$ cat src/rtl/fucmp_pkg.sv
package fucmp_pkg;

    localparam int INSN_W     = 32;
    localparam int XLEN       = 32;
    localparam int NREG       = 32;
    localparam int REGIDX_W   = $clog2(NREG);

    // Instruction field positions
    localparam int OPC_LSB    = 26;
    localparam int OPC_W      = 6;
    localparam int HIZ_LSB    = 21;
    localparam int RA_LSB     = 16;
    localparam int RB_LSB     = 11;
    localparam int PAD_BIT    = 10;
    localparam int PA_BIT     = 9;
    localparam int PB_BIT     = 8;
    localparam int FN_W       = 8;

    localparam logic [OPC_W-1:0] MAJOR_FP = 6'b110010;
    localparam logic [XLEN-1:0]  VER_MIN  = 32'h0103_0000;

    // Floating-point formats
    localparam int SP_EXP = 8;
    localparam int SP_MAN = 23;
    localparam int DP_EXP = 11;
    localparam int DP_MAN = 52;

    typedef enum logic [1:0] {
        REL_LT = 2'd0,
        REL_EQ = 2'd1,
        REL_GT = 2'd2,
        REL_UN = 2'd3
    } rel_e;

    typedef enum logic [1:0] {
        PRED_UEQ = 2'd0,
        PRED_ULT = 2'd1,
        PRED_ULE = 2'd2,
        PRED_UN  = 2'd3
    } pred_e;

    typedef struct packed {
        logic  hit;
        logic  legal;
        logic  dbl;
        logic  swap;
        pred_e pred;
    } dec_t;

    typedef struct packed {
        logic sign;
        logic zero;
        logic nan;
        logic snan;
    } fcls_t;

    function automatic logic pair_ok(logic [REGIDX_W-1:0] r, logic p);
        logic [REGIDX_W:0] top;
        top = {1'b0, r} + (REGIDX_W+1)'(1) + {{REGIDX_W{1'b0}}, p};
        return top < (REGIDX_W+1)'(NREG);
    endfunction

    function automatic logic pred_eval(pred_e p, rel_e r);
        logic res;
        case (p)
            PRED_UEQ: res = (r == REL_EQ) || (r == REL_UN);
            PRED_ULT: res = (r == REL_LT) || (r == REL_UN);
            PRED_ULE: res = (r != REL_GT);
            default:  res = (r == REL_UN);
        endcase
        return res;
    endfunction

endpackage

$ cat src/rtl/fucmp_decode.sv
module fucmp_decode
    import fucmp_pkg::*;
(
    input  logic [INSN_W-1:0] insn_i,
    input  logic [XLEN-1:0]   ver_i,
    input  logic              sp_en_i,
    output dec_t              dec_o
);

    logic [FN_W-1:0] fn;
    logic            major_ok;
    logic            fam_ok;
    logic            nib_ok;
    logic            fmt_ok;
    logic            sp_ok;
    logic            dp_ok;
    logic            swap;
    pred_e           pred;

    always_comb begin
        fn       = insn_i[FN_W-1:0];
        major_ok = (insn_i[OPC_LSB +: OPC_W] == MAJOR_FP);
        fam_ok   = (fn[7:5] == 3'b001);
        nib_ok   = 1'b1;
        swap     = 1'b0;
        pred     = PRED_UN;
        case (fn[3:0])
            4'h8: pred = PRED_UEQ;
            4'hA: begin pred = PRED_ULT; swap = 1'b1; end
            4'hB: begin pred = PRED_ULE; swap = 1'b1; end
            4'hC: pred = PRED_ULT;
            4'hD: pred = PRED_ULE;
            4'hE: pred = PRED_UN;
            default: nib_ok = 1'b0;
        endcase
        fmt_ok = !fn[4] ||
                 ((insn_i[HIZ_LSB +: REGIDX_W] == '0) && !insn_i[PAD_BIT]);
        sp_ok  = (ver_i >= VER_MIN) && sp_en_i;
        dp_ok  = pair_ok(insn_i[RA_LSB +: REGIDX_W], insn_i[PA_BIT]) &&
                 pair_ok(insn_i[RB_LSB +: REGIDX_W], insn_i[PB_BIT]);

        dec_o.hit   = major_ok && fam_ok && nib_ok && fmt_ok;
        dec_o.dbl   = fn[4];
        dec_o.swap  = swap;
        dec_o.pred  = pred;
        dec_o.legal = dec_o.hit && (fn[4] ? dp_ok : sp_ok);
    end

endmodule

$ cat src/rtl/fucmp_classify.sv
module fucmp_classify
    import fucmp_pkg::*;
#(
    parameter int EXP_W = 8,
    parameter int MAN_W = 23,
    localparam int W    = 1 + EXP_W + MAN_W
) (
    input  logic [W-1:0] val_i,
    output fcls_t        cls_o
);

    logic [EXP_W-1:0] expo;
    logic [MAN_W-1:0] man;

    always_comb begin
        expo        = val_i[MAN_W +: EXP_W];
        man         = val_i[MAN_W-1:0];
        cls_o.sign  = val_i[W-1];
        cls_o.zero  = (expo == '0) && (man == '0);
        cls_o.nan   = (&expo) && (|man);
        cls_o.snan  = cls_o.nan && !man[MAN_W-1];
    end

endmodule

$ cat src/rtl/fucmp_relate.sv
module fucmp_relate
    import fucmp_pkg::*;
#(
    parameter int W = 32
) (
    input  logic [W-1:0] x_i,
    input  logic [W-1:0] y_i,
    input  fcls_t        cx_i,
    input  fcls_t        cy_i,
    output rel_e         rel_o
);

    logic [W-2:0] mx;
    logic [W-2:0] my;
    logic         mag_lt;
    logic         mag_eq;

    always_comb begin
        mx     = x_i[W-2:0];
        my     = y_i[W-2:0];
        mag_lt = (mx < my);
        mag_eq = (mx == my);
        if (cx_i.nan || cy_i.nan) begin
            rel_o = REL_UN;
        end else if (cx_i.zero && cy_i.zero) begin
            rel_o = REL_EQ;
        end else if (cx_i.sign != cy_i.sign) begin
            rel_o = cx_i.sign ? REL_LT : REL_GT;
        end else if (mag_eq) begin
            rel_o = REL_EQ;
        end else if (cx_i.sign) begin
            rel_o = mag_lt ? REL_GT : REL_LT;
        end else begin
            rel_o = mag_lt ? REL_LT : REL_GT;
        end
    end

endmodule

$ cat src/rtl/fp_ucmp_unit.sv
module fp_ucmp_unit
    import fucmp_pkg::*;
#(
    parameter int RW = XLEN,
    localparam int DW = 2 * RW
) (
    input  logic          clk,
    input  logic          rst,
    input  logic          valid_i,
    input  logic [31:0]   insn_i,
    input  logic [RW-1:0] opa_r_i,
    input  logic [RW-1:0] opa_p_i,
    input  logic [RW-1:0] opb_r_i,
    input  logic [RW-1:0] opb_p_i,
    input  logic [31:0]   ver_i,
    input  logic          sp_en_i,
    output logic          flag_o,
    output logic          flag_we_o,
    output logic          illegal_o,
    output logic          invalid_o
);

    dec_t dec;

    fucmp_decode u_dec (
        .insn_i  (insn_i),
        .ver_i   (ver_i),
        .sp_en_i (sp_en_i),
        .dec_o   (dec)
    );

    // Operand steering: the swap turns ult/ule into ugt/uge
    logic [RW-1:0] x_sp, y_sp;
    logic [DW-1:0] x_dp, y_dp;

    always_comb begin
        x_sp = dec.swap ? opb_r_i : opa_r_i;
        y_sp = dec.swap ? opa_r_i : opb_r_i;
        x_dp = dec.swap ? {opb_r_i, opb_p_i} : {opa_r_i, opa_p_i};
        y_dp = dec.swap ? {opa_r_i, opa_p_i} : {opb_r_i, opb_p_i};
    end

    fcls_t cx_sp, cy_sp, cx_dp, cy_dp;
    rel_e  rel_sp, rel_dp;

    fucmp_classify #(.EXP_W(SP_EXP), .MAN_W(SP_MAN)) u_cls_xs (.val_i(x_sp), .cls_o(cx_sp));
    fucmp_classify #(.EXP_W(SP_EXP), .MAN_W(SP_MAN)) u_cls_ys (.val_i(y_sp), .cls_o(cy_sp));
    fucmp_classify #(.EXP_W(DP_EXP), .MAN_W(DP_MAN)) u_cls_xd (.val_i(x_dp), .cls_o(cx_dp));
    fucmp_classify #(.EXP_W(DP_EXP), .MAN_W(DP_MAN)) u_cls_yd (.val_i(y_dp), .cls_o(cy_dp));

    fucmp_relate #(.W(RW)) u_rel_s (
        .x_i(x_sp), .y_i(y_sp), .cx_i(cx_sp), .cy_i(cy_sp), .rel_o(rel_sp)
    );
    fucmp_relate #(.W(DW)) u_rel_d (
        .x_i(x_dp), .y_i(y_dp), .cx_i(cx_dp), .cy_i(cy_dp), .rel_o(rel_dp)
    );

    rel_e rel;
    logic snan_any;
    logic flag_next;

    always_comb begin
        rel       = dec.dbl ? rel_dp : rel_sp;
        snan_any  = dec.dbl ? (cx_dp.snan || cy_dp.snan)
                            : (cx_sp.snan || cy_sp.snan);
        flag_next = pred_eval(dec.pred, rel);
    end

    always_ff @(posedge clk) begin
        if (rst) begin
            flag_o    <= 1'b0;
            flag_we_o <= 1'b0;
            illegal_o <= 1'b0;
            invalid_o <= 1'b0;
        end else if (valid_i && dec.legal) begin
            flag_o    <= flag_next;
            flag_we_o <= 1'b1;
            illegal_o <= 1'b0;
            invalid_o <= snan_any;
        end else begin
            flag_we_o <= 1'b0;
            illegal_o <= valid_i;
            invalid_o <= 1'b0;
        end
    end

    AST_WE_ILL_EXCL: assert property (@(posedge clk) disable iff (rst)
        !(flag_we_o && illegal_o));

    AST_ILL_FLAG_HOLD: assert property (@(posedge clk) disable iff (rst)
        illegal_o |-> $stable(flag_o));

    AST_ONE_RESPONSE: assert property (@(posedge clk) disable iff (rst)
        valid_i |=> (flag_we_o ^ illegal_o));

    AST_INV_WITH_WE: assert property (@(posedge clk) disable iff (rst)
        invalid_o |-> flag_we_o);

    AST_NAN_UNORDERED: assert property (@(posedge clk) disable iff (rst)
        (cx_dp.nan || cy_dp.nan) |-> (rel_dp == REL_UN));

    AST_ZERO_EQUAL: assert property (@(posedge clk) disable iff (rst)
        (cx_sp.zero && cy_sp.zero) |-> (rel_sp == REL_EQ));

    AST_SP_VER_GATE: assert property (@(posedge clk) disable iff (rst)
        (valid_i && dec.hit && !dec.dbl && (ver_i < VER_MIN)) |=> illegal_o);

endmodule

$ cat config.mk
export PLATFORM = sky130hd
export DESIGN_NAME = fp_ucmp_unit
export DESIGN_NICKNAME = d
export VERILOG_FILES = /design/src/rtl/fucmp_pkg.sv /design/src/rtl/fucmp_decode.sv /design/src/rtl/fucmp_classify.sv /design/src/rtl/fucmp_relate.sv /design/src/rtl/fp_ucmp_unit.sv
export SDC_FILE = /design/constraint.sdc
export NUM_CORES = 1
export LEC_CHECK = 0
export BUFFER_PORTS_ARGS = -buffer_cell sky130_fd_sc_hd__buf_2
export CAP_MARGIN = 30
export CELL_PAD_IN_SITES_DETAIL_PLACEMENT = 1
export CELL_PAD_IN_SITES_GLOBAL_PLACEMENT = 2
export CORE_MARGIN = 2
export CORE_UTILIZATION = 20
export CTS_CLUSTER_SIZE = 40
export DETAILED_ROUTE_END_ITERATION = 8
export PLACE_DENSITY_LB_ADDON = 0.1
export SETUP_SLACK_MARGIN = 0.5
export SKIP_CTS_REPAIR_TIMING = 1
export SYNTH_ARGS = -nofsm -noshare
export SYNTH_HDL_FRONTEND = slang
export SYNTH_SLANG_ARGS = --single-unit
$ cat constraint.sdc
create_clock -name clk -period 3.6 [get_ports clk]
set_clock_uncertainty 0.1 [all_clocks]
set_input_delay 0.72 -clock clk [delete_from_list [all_inputs] [get_ports clk]]
set_output_delay 0.72 -clock clk [all_outputs]
set_load 0.02 [all_outputs]
==> impl_metrics.py, run 1 <==
metrics = {
    "status": {
        "status": "finished clean",
    },
    "critical_path": {
        "timing.rr.end": "flag_o",
        "cp.arrival_ns": 3.60,
        "critical_path.most_common_cell": "a31o_1",
        "path_buf_inv": 1,
        "path_cells": "buf_2 -> xnor2_2 -> nand4_1 -> or4_4 -> or4b_4 -> o221a_1 -> o211ai_1 -> o21bai_1 -> a31o_1 -> a211o_1 -> a31o_1 -> a21o_1",
        "critPathTopFamily": "compound AO/OA/AOI/OAI gates",
        "r2r_start": "flag_o",
        "slowest_stage": "or4_4",
        "slowest_delay_ns": 0.57,
        "crit_end": "flag_o",
        "cp_num_cells": 12,
        "cp-end-kind": "flip-flop",
        "reg2reg_slack_ns": 2.64,
        "crit_start": "opb_p_i[28]",
        "required_ns": 3.62,
        "start_kind": "input port",
        "critPathMaxFanout": 2,
        "ff2ff_path_depth": 3,
        "setup.worst_path.class": "input port to flip-flop",
    },
    "sta": {
        "finalCritPeriodShare": 0.9956,
        "slew_viol_final": 0,
        "rsz0062_at_grt": "true",
        "period_minus_slack_ns": 3.584,
        "timing.hold.ws_ns": 0.5385,
        "fmax_mhz": 279.0,
        "worst_pin_slew_ns": 0.5112,
        "finalSetupViolCount": 0,
        "hold_violations": 0,
        "relSlewSlack": 0.6545,
    },
    "logic_synthesis": {
        "ys_seq_elements": 4,
        "yosysMostFrequentCell": "nand2b_1",
        "synthTopCellsByCount": "45 x nand2b_1, 39 x nor4_1, 37 x nor2b_1",
        "ys_warn_count": 0,
        "synth_top_family_by_area": "simple AND/OR/NAND/NOR gates",
        "yosys-top-cells-area": "nand2b_1 8.6%, xnor2_1 8.1%, nor4_1 7.5%",
        "synth-xor-area-share": 0.1204,
        "synth_mux_area_frac": 0.003067,
        "synth_compound_area_frac": 0.2657,
        "synth_top_area_cell": "nand2b_1",
        "syn-num-nets": 689,
        "synth-simple-area-share": 0.5027,
        "synthArstFlopShare": 0,
        "synth_flop_cell": "dfxtp_1",
        "synthDistinctLibCells": 68,
        "synth_edf_count": 0,
        "avgSynthCellArea_um2": 6.619,
        "postSynthCellCount": 493,
        "netlist_area_um2": 3263,
        "synth_top_area_share": 0.08627,
        "ys_seq_area_frac": 0.02454,
        "synth_fa_ha_area_frac": 0.03681,
    },
    "floorplanning": {
        "core_area_um2": 15940,
        "chipHeight_um": 131.7,
        "row_count": 46,
        "die_area_um2": 17350,
        "start_util": 0.2047,
        "io_pins": 200,
        "die_w_um": 131.7,
    },
    "placement": {
        "routabilityCongestion": 0.8189,
        "dp_hpwl_um": 14030,
        "io_buffers": 183,
        "place_inst": 961,
        "place_area_um2": 5042,
    },
    "drt": {
        "drt_iter0_drc": 120,
        "drc_errors": 0,
        "postRouteAntennaNets": 0,
        "routed_via_density": 4.989,
        "wirelength_um": 15720,
        "first_pass_iters": 4,
        "wl_per_cell_um": 16.31,
        "vias": 4809,
    },
    "grt": {
        "grt_overflow": 0,
        "groute.usage.overall": 0.1735,
        "grt_pass1_wl_um": 25040,
        "grt_start_max_net_pins": 20,
        "grt_pass1_vias": 4878,
        "antenna_found_initial": 0,
    },
    "clock_network": {
        "cts_root_buf": "clkbuf_16",
        "htree_levels": 1,
        "cts.path.max_buffers": 2,
        "cts_buffers": 3,
        "clk_pin_slew_ns": 0.03,
        "cts.sinks": 4,
        "tritoncts": "built",
        "clock_latency_ns": 0.22,
    },
    "power_and_ir_drop": {
        "leakage_uw": 0.002249,
        "power.density_nw_per_um2": 144.4,
        "ir_drop_mv": 0.1529,
        "power_uw": 745.0,
    },
    "final_layout": {
        "fin_cells": 964,
        "finalNetCount": 946,
        "synthToLayoutAreaGrowth_pct": 58.17,
        "drive_above_1_share": 0.3824,
        "antenna_cells_inserted": 0,
        "fin_area_um2": 5161,
    },
    "hold_path": {
        "hold_depth": 3,
        "hold_path.startpoint": "flag_o",
        "hold_path_class": "flip-flop to flip-flop",
    },
    "job": {
        "maxCapViolations": 0,
    },
}
-- worst reg2reg max path: cells and delay by family, from the launching register on --
family	cells	cell delay, ns
AOI/OAI and AO/OA	2	0.32
DFF	1	0.30
and+or+nand+nor	1	0.14
-- routing by layer --
layer / vias to the layer above / wire length, um / global-route usage
met4: 0 / 41 / 0.01751
met3: 4 / 944 / 0.03268
li1: 2405 / - / -
met2: 139 / 7859 / 0.3249
met5: - / 0 / 0
met1: 2261 / 6877 / 0.2121
-- state kept, by name, summed over array words and instances, names as in the netlist --
| signal | cells |
|---|---|
| invalid_o | 1 |
| illegal_o | 1 |
| flag_we_o | 1 |
| flag_o | 1 |
-- through the flow --
step	TNS (ns)	util	setup WS [ns]
finish	0	0.3237	0.01597
global route	-0.09609	0.3237	-0.09609
CTS	-0.09835	0.3210	-0.09835
detailed placement	-0.3255	0.3163	-0.3255
global placement	-0.2832	0.3163	-0.2832
floorplan	0	-	0.1642
-- cell usage in the layout, fill, tap and decap left out, types with 6 or more instances in the layout --
| master | Yosys | layout |
|---|---|---|
| a311oi_1 | 8 | 8 |
| nor4_1 | 39 | 38 |
| nand2b_1 | 45 | 45 |
| nand2_1 | 24 | 24 |
| o211ai_1 | 7 | 7 |
| maj3_1 | 12 | 12 |
| a21oi_1 | 18 | 18 |
| buf_2 | 2 | 183 |
| xor2_1 | 13 | 13 |
| o21ai_0 | 20 | 20 |
| xnor2_1 | 30 | 27 |
| nand3b_1 | 7 | 7 |
| nor2b_1 | 37 | 37 |
| o31ai_1 | 7 | 7 |
| inv_1 | 26 | 26 |
| nor3_1 | 10 | 10 |
| a211oi_1 | 6 | 6 |
| nand3_1 | 17 | 17 |
| nor2_1 | 24 | 24 |
| buf_4 | 0 | 81 |
| nand4_1 | 21 | 21 |
-- layout make-up --
class                      instances  area, um2
timing repair buffer             266       1564
clock buffer                       3      75.07
tap                              216      270.3
sequential                         4      80.08
inverter                          26      97.59
multi-input combinational        449       3074
fill                            2095      10780
-- cells by family (layout without fill, tap and decap cells) --
family	Yosys count	after routing
buffers and inverters	40	295
xor gates and xnor gates	44	44
DFF	4	4
adders and majority gates	12	12
AOI/OAI and AO/OA	121	121
and+or+nand+nor	271	271
muxes	1	1
-- worst min path at each step --
stage                  end  slack [ns]
global route        flag_o        0.58
global placement    flag_o        0.53
detailed placement  flag_o        0.54
finish              flag_o        0.54
floorplan           flag_o        0.64
CTS                 flag_o        0.55
-- report_power, final --
group / leakage, uW / internal (uW) / switching, uW
registers: 0.0000325 / 45.2 / 0.191
clock network: 0.0000370 / 142 / 34.5
logic: 0.00218 / 264 / 259
No activity file was read; power rests on OpenSTA's default activity.
==> run 2: changes to the inputs <==
==> constraint.sdc (replaced) <==
create_clock -name clk -period 3 [get_ports clk]
set_clock_uncertainty 0.1 [all_clocks]
set_input_delay 0.6 -clock clk [delete_from_list [all_inputs] [get_ports clk]]
set_output_delay 0.6 -clock clk [all_outputs]
set_load 0.02 [all_outputs]
==> run 2 against run 1 <==
  * The flow now finishes with violations (negative setup slack)
  * First-iteration DRC count rose by 18%
  * Register-to-register slack got worse by 0.62 ns
  * Die area did not move
  * Design area rose by 12%
  * Wire length rose by 4.9%
  * Critical endpoint unchanged
==> impl_metrics.py, run 2 (synthesis gave the netlist of run 1 again) <==
metrics = {
    "status": {
        "status": "finished, violations left",
        "violations": "negative setup slack",
    },
    "hold_path": {
        "hold_path_class": "input port to flip-flop",
    },
    "sta": {
        "worst_slack_ns": -0.4079,
        "rsz0062_at_grt": "true",
        "fmax_mhz": 293.4,
        "worst_pin_slew_ns": 0.3867,
        "finalSetupViolCount": 1,
        "relSlewSlack": 0.7385,
        "slew_viol_final": 0,
        "finalCritPeriodShare": 1.136,
        "period_minus_slack_ns": 3.408,
        "hold_violations": 0,
    },
    "final_layout": {
        "fin_cells": 1047,
        "multi_input_area_um2": 3073,
        "drive_above_1_share": 0.4440,
        "regArea_um2": 80.08,
        "fillers": 2082,
        "synthToLayoutAreaGrowth_pct": 76.84,
        "final_common_cell": "buf_2",
        "antenna_cells_inserted": 0,
        "layout_common_cells": "183 x buf_2, 165 x buf_4, 45 x nand2b_1",
        "finalNetCount": 1029,
    },
    "power_and_ir_drop": {
        "comb_power_share": 0.730,
        "leakage_uw": 0.002636,
        "p_seq_frac": 0.056,
        "switchingPower_uw": 366.0,
        "clockPowerShare": 0.214,
        "switching_share": 0.3772,
        "power_uw": 970.2,
        "p_int_uw": 604.2,
        "power.density_nw_per_um2": 168.1,
        "ir_drop_mv": 0.1203,
    },
    "clock_network": {
        "cts_buffers": 3,
        "cts.sinks": 4,
        "tritoncts": "built",
        "cts.path.max_buffers": 2,
        "htree_levels": 1,
        "clock_latency_ns": 0.22,
        "clk_pin_slew_ns": 0.03,
        "cts_root_buf": "clkbuf_16",
    },
    "grt": {
        "grt_pass1_vias": 5496,
        "grt_pass1_wl_um": 26590,
        "grt_overflow": 0,
        "grt_start_max_net_pins": 16,
        "antenna_found_initial": 0,
        "groute.usage.overall": 0.1825,
    },
    "floorplanning": {
        "io_pins": 200,
        "die_w_um": 131.7,
        "die_area_um2": 17350,
        "start_util": 0.2047,
        "core_area_um2": 15940,
        "chipHeight_um": 131.7,
        "row_count": 46,
    },
    "drt": {
        "first_pass_iters": 5,
        "wirelength_um": 16490,
        "routed_via_density": 4.935,
        "postRouteAntennaNets": 0,
        "wl_per_cell_um": 15.75,
        "drc_errors": 0,
        "drt_iter0_drc": 141,
        "vias": 5167,
    },
    "critical_path": {
        "cp.arrival_ns": 3.42,
        "required_ns": 3.02,
        "start_kind": "input port",
        "cp-end-kind": "flip-flop",
        "critPathMaxFanout": 2,
        "setup.worst_path.class": "input port to flip-flop",
    },
    "placement": {
        "place_inst": 1041,
        "routabilityCongestion": 0.8726,
        "dp_hpwl_um": 14760,
        "io_buffers": 183,
    },
    "job": {
        "maxCapViolations": 0,
    },
}
[run 2: changes by cell type in the layout (fill, tap and decap cells not counted), sizes merged]
| cell | delta |
|---|---|
| buf | +83 |
[run 2: stage by stage]
| step | utilization | instance area, um2 | hold WS [ns] | setup slack (ns) | setup TNS [ns] |
|---|---|---|---|---|---|
| finish | 0.3620 | 5771 | 0.5002 | -0.4079 | -0.4079 |
| global route | 0.3620 | 5771 | 0.5283 | -0.5855 | -0.5855 |
| global placement | 0.3532 | 5630 | 0.5322 | -0.7526 | -0.7526 |
| detailed placement | 0.3532 | 5630 | 0.5542 | -0.8041 | -0.8041 |
| floorplan | - | 3263 | 0.6217 | -0.3158 | -0.3158 |
| CTS | 0.3579 | 5705 | 0.4970 | -0.5787 | -0.5787 |
[run 2: final timing paths]
check              startpoint        end  slack [ns]  cells after the start
setup / recovery  opb_p_i[28]     flag_o       -0.41                     12
hold / removal        valid_i  illegal_o        0.50                      2
setup reg to reg       flag_o     flag_o        2.02                      3
hold reg to reg        flag_o     flag_o        0.57                      3
[run 2: worst max-delay path, stage by stage]
cell,delay (ns)
buf_2,0.12
xnor2_2,0.14
nand4_1,0.17
or4_4,0.58
or4b_4,0.53
o221a_1,0.25
o211ai_1,0.08
o21bai_1,0.12
a31o_1,0.18
a211o_1,0.32
a31o_1,0.18
a21o_1,0.14
[run 2: cell type report]
class / instances / area share
Clock buffer: 3 / 0.01301
Inverter: 26 / 0.01691
Multi-Input combinational cell: 449 / 0.5325
Sequential cell: 4 / 0.01388
Tap cell: 216 / 0.04683
Timing Repair Buffer: 349 / 0.3768
[run 2: power by group through the flow]
| stage | sequential [uW] | combinational, uW | clock [uW] |
|---|---|---|---|
| 6_report | 54.4 | 708 | 208 |
| 5_1_grt | 54.4 | 780 | 216 |
| 4_1_cts | 54.4 | 705 | 211 |
| 2_1_floorplan | 56.1 | 281 | 0 |
| 3_3_place_gp | 55.1 | 681 | 0 |
| 3_5_place_dp | 55.1 | 701 | 0 |
[run 2: layer usage]
layer	global-route usage	vias to the layer above	wire, um
li1	-	2567	-
met1	0.2127	2437	7001
met2	0.3528	149	8379
met3	0.03114	14	908
met4	0.02778	0	199
met5	0	-	0
==> run 3: changes to the inputs <==
==> constraint.sdc (replaced) <==
create_clock -name clk -period 2.8 [get_ports clk]
set_clock_uncertainty 0.1 [all_clocks]
set_input_delay 0.56 -clock clk [delete_from_list [all_inputs] [get_ports clk]]
set_output_delay 0.56 -clock clk [all_outputs]
set_load 0.02 [all_outputs]
==> run 3 against run 2 <==
  * The flow still finishes with violations (negative setup slack)
  * Die area unchanged
  * Non-clock buffer count rose by 18
  * Via count grew 0.68%
  * Utilization is 1.5 points higher
  * Global-route usage increased by 0.62 points
  * Register-to-register slack worse by 0.22 ns
  * Highest routed layer unchanged
==> impl_metrics.py, run 3 (synthesis gave the netlist of run 1 again) <==
metrics = {
    "drt": {
        "wirelength_um": 16870,
        "wl_per_cell_um": 15.84,
        "first_pass_iters": 4,
        "drc_errors": 0,
        "routed_via_density": 4.885,
        "drt_iter0_drc": 147,
        "vias": 5202,
        "postRouteAntennaNets": 0,
    },
    "sta": {
        "finalSetupViolCount": 1,
        "fmax_mhz": 293.3,
        "period_minus_slack_ns": 3.410,
        "hold_violations": 0,
        "rsz0062_at_grt": "true",
        "slew_viol_final": 0,
        "timing.hold.ws_ns": 0.4589,
        "worst_slack_ns": -0.6098,
        "worst_pin_slew_ns": 0.3923,
        "finalCritPeriodShare": 1.218,
        "relSlewSlack": 0.7347,
        "tns_ns": -0.6098,
    },
    "final_layout": {
        "fin_cells": 1065,
        "synthToLayoutAreaGrowth_pct": 84.32,
        "final_common_cell": "buf_4",
        "finalNetCount": 1047,
        "antenna_cells_inserted": 0,
        "layout_common_cells": "182 x buf_4, 178 x buf_2, 45 x nand2b_1",
        "drive_above_1_share": 0.4653,
        "fillers": 2092,
    },
    "critical_path": {
        "required_ns": 2.81,
        "start_kind": "input port",
        "cp-end-kind": "flip-flop",
        "critical_path.most_common_cell": "a31o_1",
        "slowest_stage": "or4_4",
        "setup.worst_path.class": "input port to flip-flop",
        "critPathMaxFanout": 2,
        "critPathTopFamily": "compound AO/OA/AOI/OAI gates",
        "reg2reg_slack_ns": 1.80,
        "path_buf_inv": 1,
        "path_cells": "buf_2 -> xnor2_2 -> nand4_1 -> or4_4 -> or4b_4 -> o221a_1 -> o211ai_1 -> o21bai_1 -> a31o_1 -> a211o_1 -> a31o_1 -> a21o_1",
        "cp.arrival_ns": 3.42,
        "slowest_delay_ns": 0.57,
    },
    "hold_path": {
        "hold_path_class": "input port to flip-flop",
    },
    "placement": {
        "io_buffers": 183,
        "dp_hpwl_um": 15090,
        "place_inst": 1061,
        "dp_slack_ns": -0.9446,
        "routabilityCongestion": 0.8678,
    },
    "grt": {
        "groute.usage.overall": 0.1888,
        "grt_start_max_net_pins": 16,
        "grt_overflow": 0,
        "grt_pass1_wl_um": 27570,
        "antenna_found_initial": 0,
        "grt_pass1_vias": 5571,
    },
    "clock_network": {
        "cts_root_buf": "clkbuf_16",
        "cts.sinks": 4,
        "clock_latency_ns": 0.22,
        "cts_buffers": 3,
        "clk_pin_slew_ns": 0.03,
        "htree_levels": 1,
        "cts.path.max_buffers": 2,
        "tritoncts": "built",
    },
    "floorplanning": {
        "io_pins": 200,
        "core_area_um2": 15940,
        "chipHeight_um": 131.7,
        "die_area_um2": 17350,
        "row_count": 46,
        "start_util": 0.2047,
        "die_w_um": 131.7,
    },
    "status": {
        "status": "finished, violations left",
        "violations": "negative setup slack",
    },
    "power_and_ir_drop": {
        "power.density_nw_per_um2": 178.6,
        "power_uw": 1074,
        "ir_drop_mv": 0.1452,
        "leakage_uw": 0.002757,
    },
    "job": {
        "maxCapViolations": 0,
    },
}
run 3: cell count changes in the layout (fill, tap and decap cells not counted), moves of 2 or more:
cell     before  now
buf_2       183  178
xnor2_1      28   25
nor4_1       38   35
xnor2_2       3    5
buf_6         0    5
nor4_2        1    3
buf_4       165  182
run 3: through the flow:
| stage | utilization | instance area [um2] |
|---|---|---|
| global route | 0.3773 | 6015 |
| global placement | 0.3626 | 5781 |
| detailed placement | 0.3626 | 5781 |
| finish | 0.3773 | 6015 |
| CTS | 0.3673 | 5856 |
| floorplan | - | 3263 |
run 3: report_power, final:
group          total (uW)  internal, uW  switching, uW
logic                 794           434            360
registers            58.3          58.2          0.144
clock network         222           182           39.2
total                1070           675            399
run 3: cell type report:
cell class,instances,area [um2],share of cell area
Clock buffer,3,75.07,0.01248
Timing Repair Buffer,367,2349,0.3905
Sequential cell,4,80.08,0.01331
Inverter,26,100.1,0.01664
Tap cell,216,270.3,0.04493
Multi-Input combinational cell,449,3141,0.5222
run 3: final timing paths:
check                                  from         to  cells after the start
worst max-delay path            opb_p_i[30]     flag_o                     12
worst min-delay path                valid_i  illegal_o                      2
worst max register to register       flag_o     flag_o                      3
worst min register to register       flag_o     flag_o                      3
run 3: per-layer routing:
metal,global-route usage,vias up,wire (um)
li1,-,2611,-
met1,0.2229,2428,7301
met2,0.3589,147,8530
met3,0.02884,16,801
met4,0.03865,0,233
met5,0,-,0
run 3: worst register-to-register path, stage by stage (launching register included):
cell and delay [ns]:
dfxtp_1 0.30, and2_1 0.15, a31o_1 0.18, a21o_1 0.15
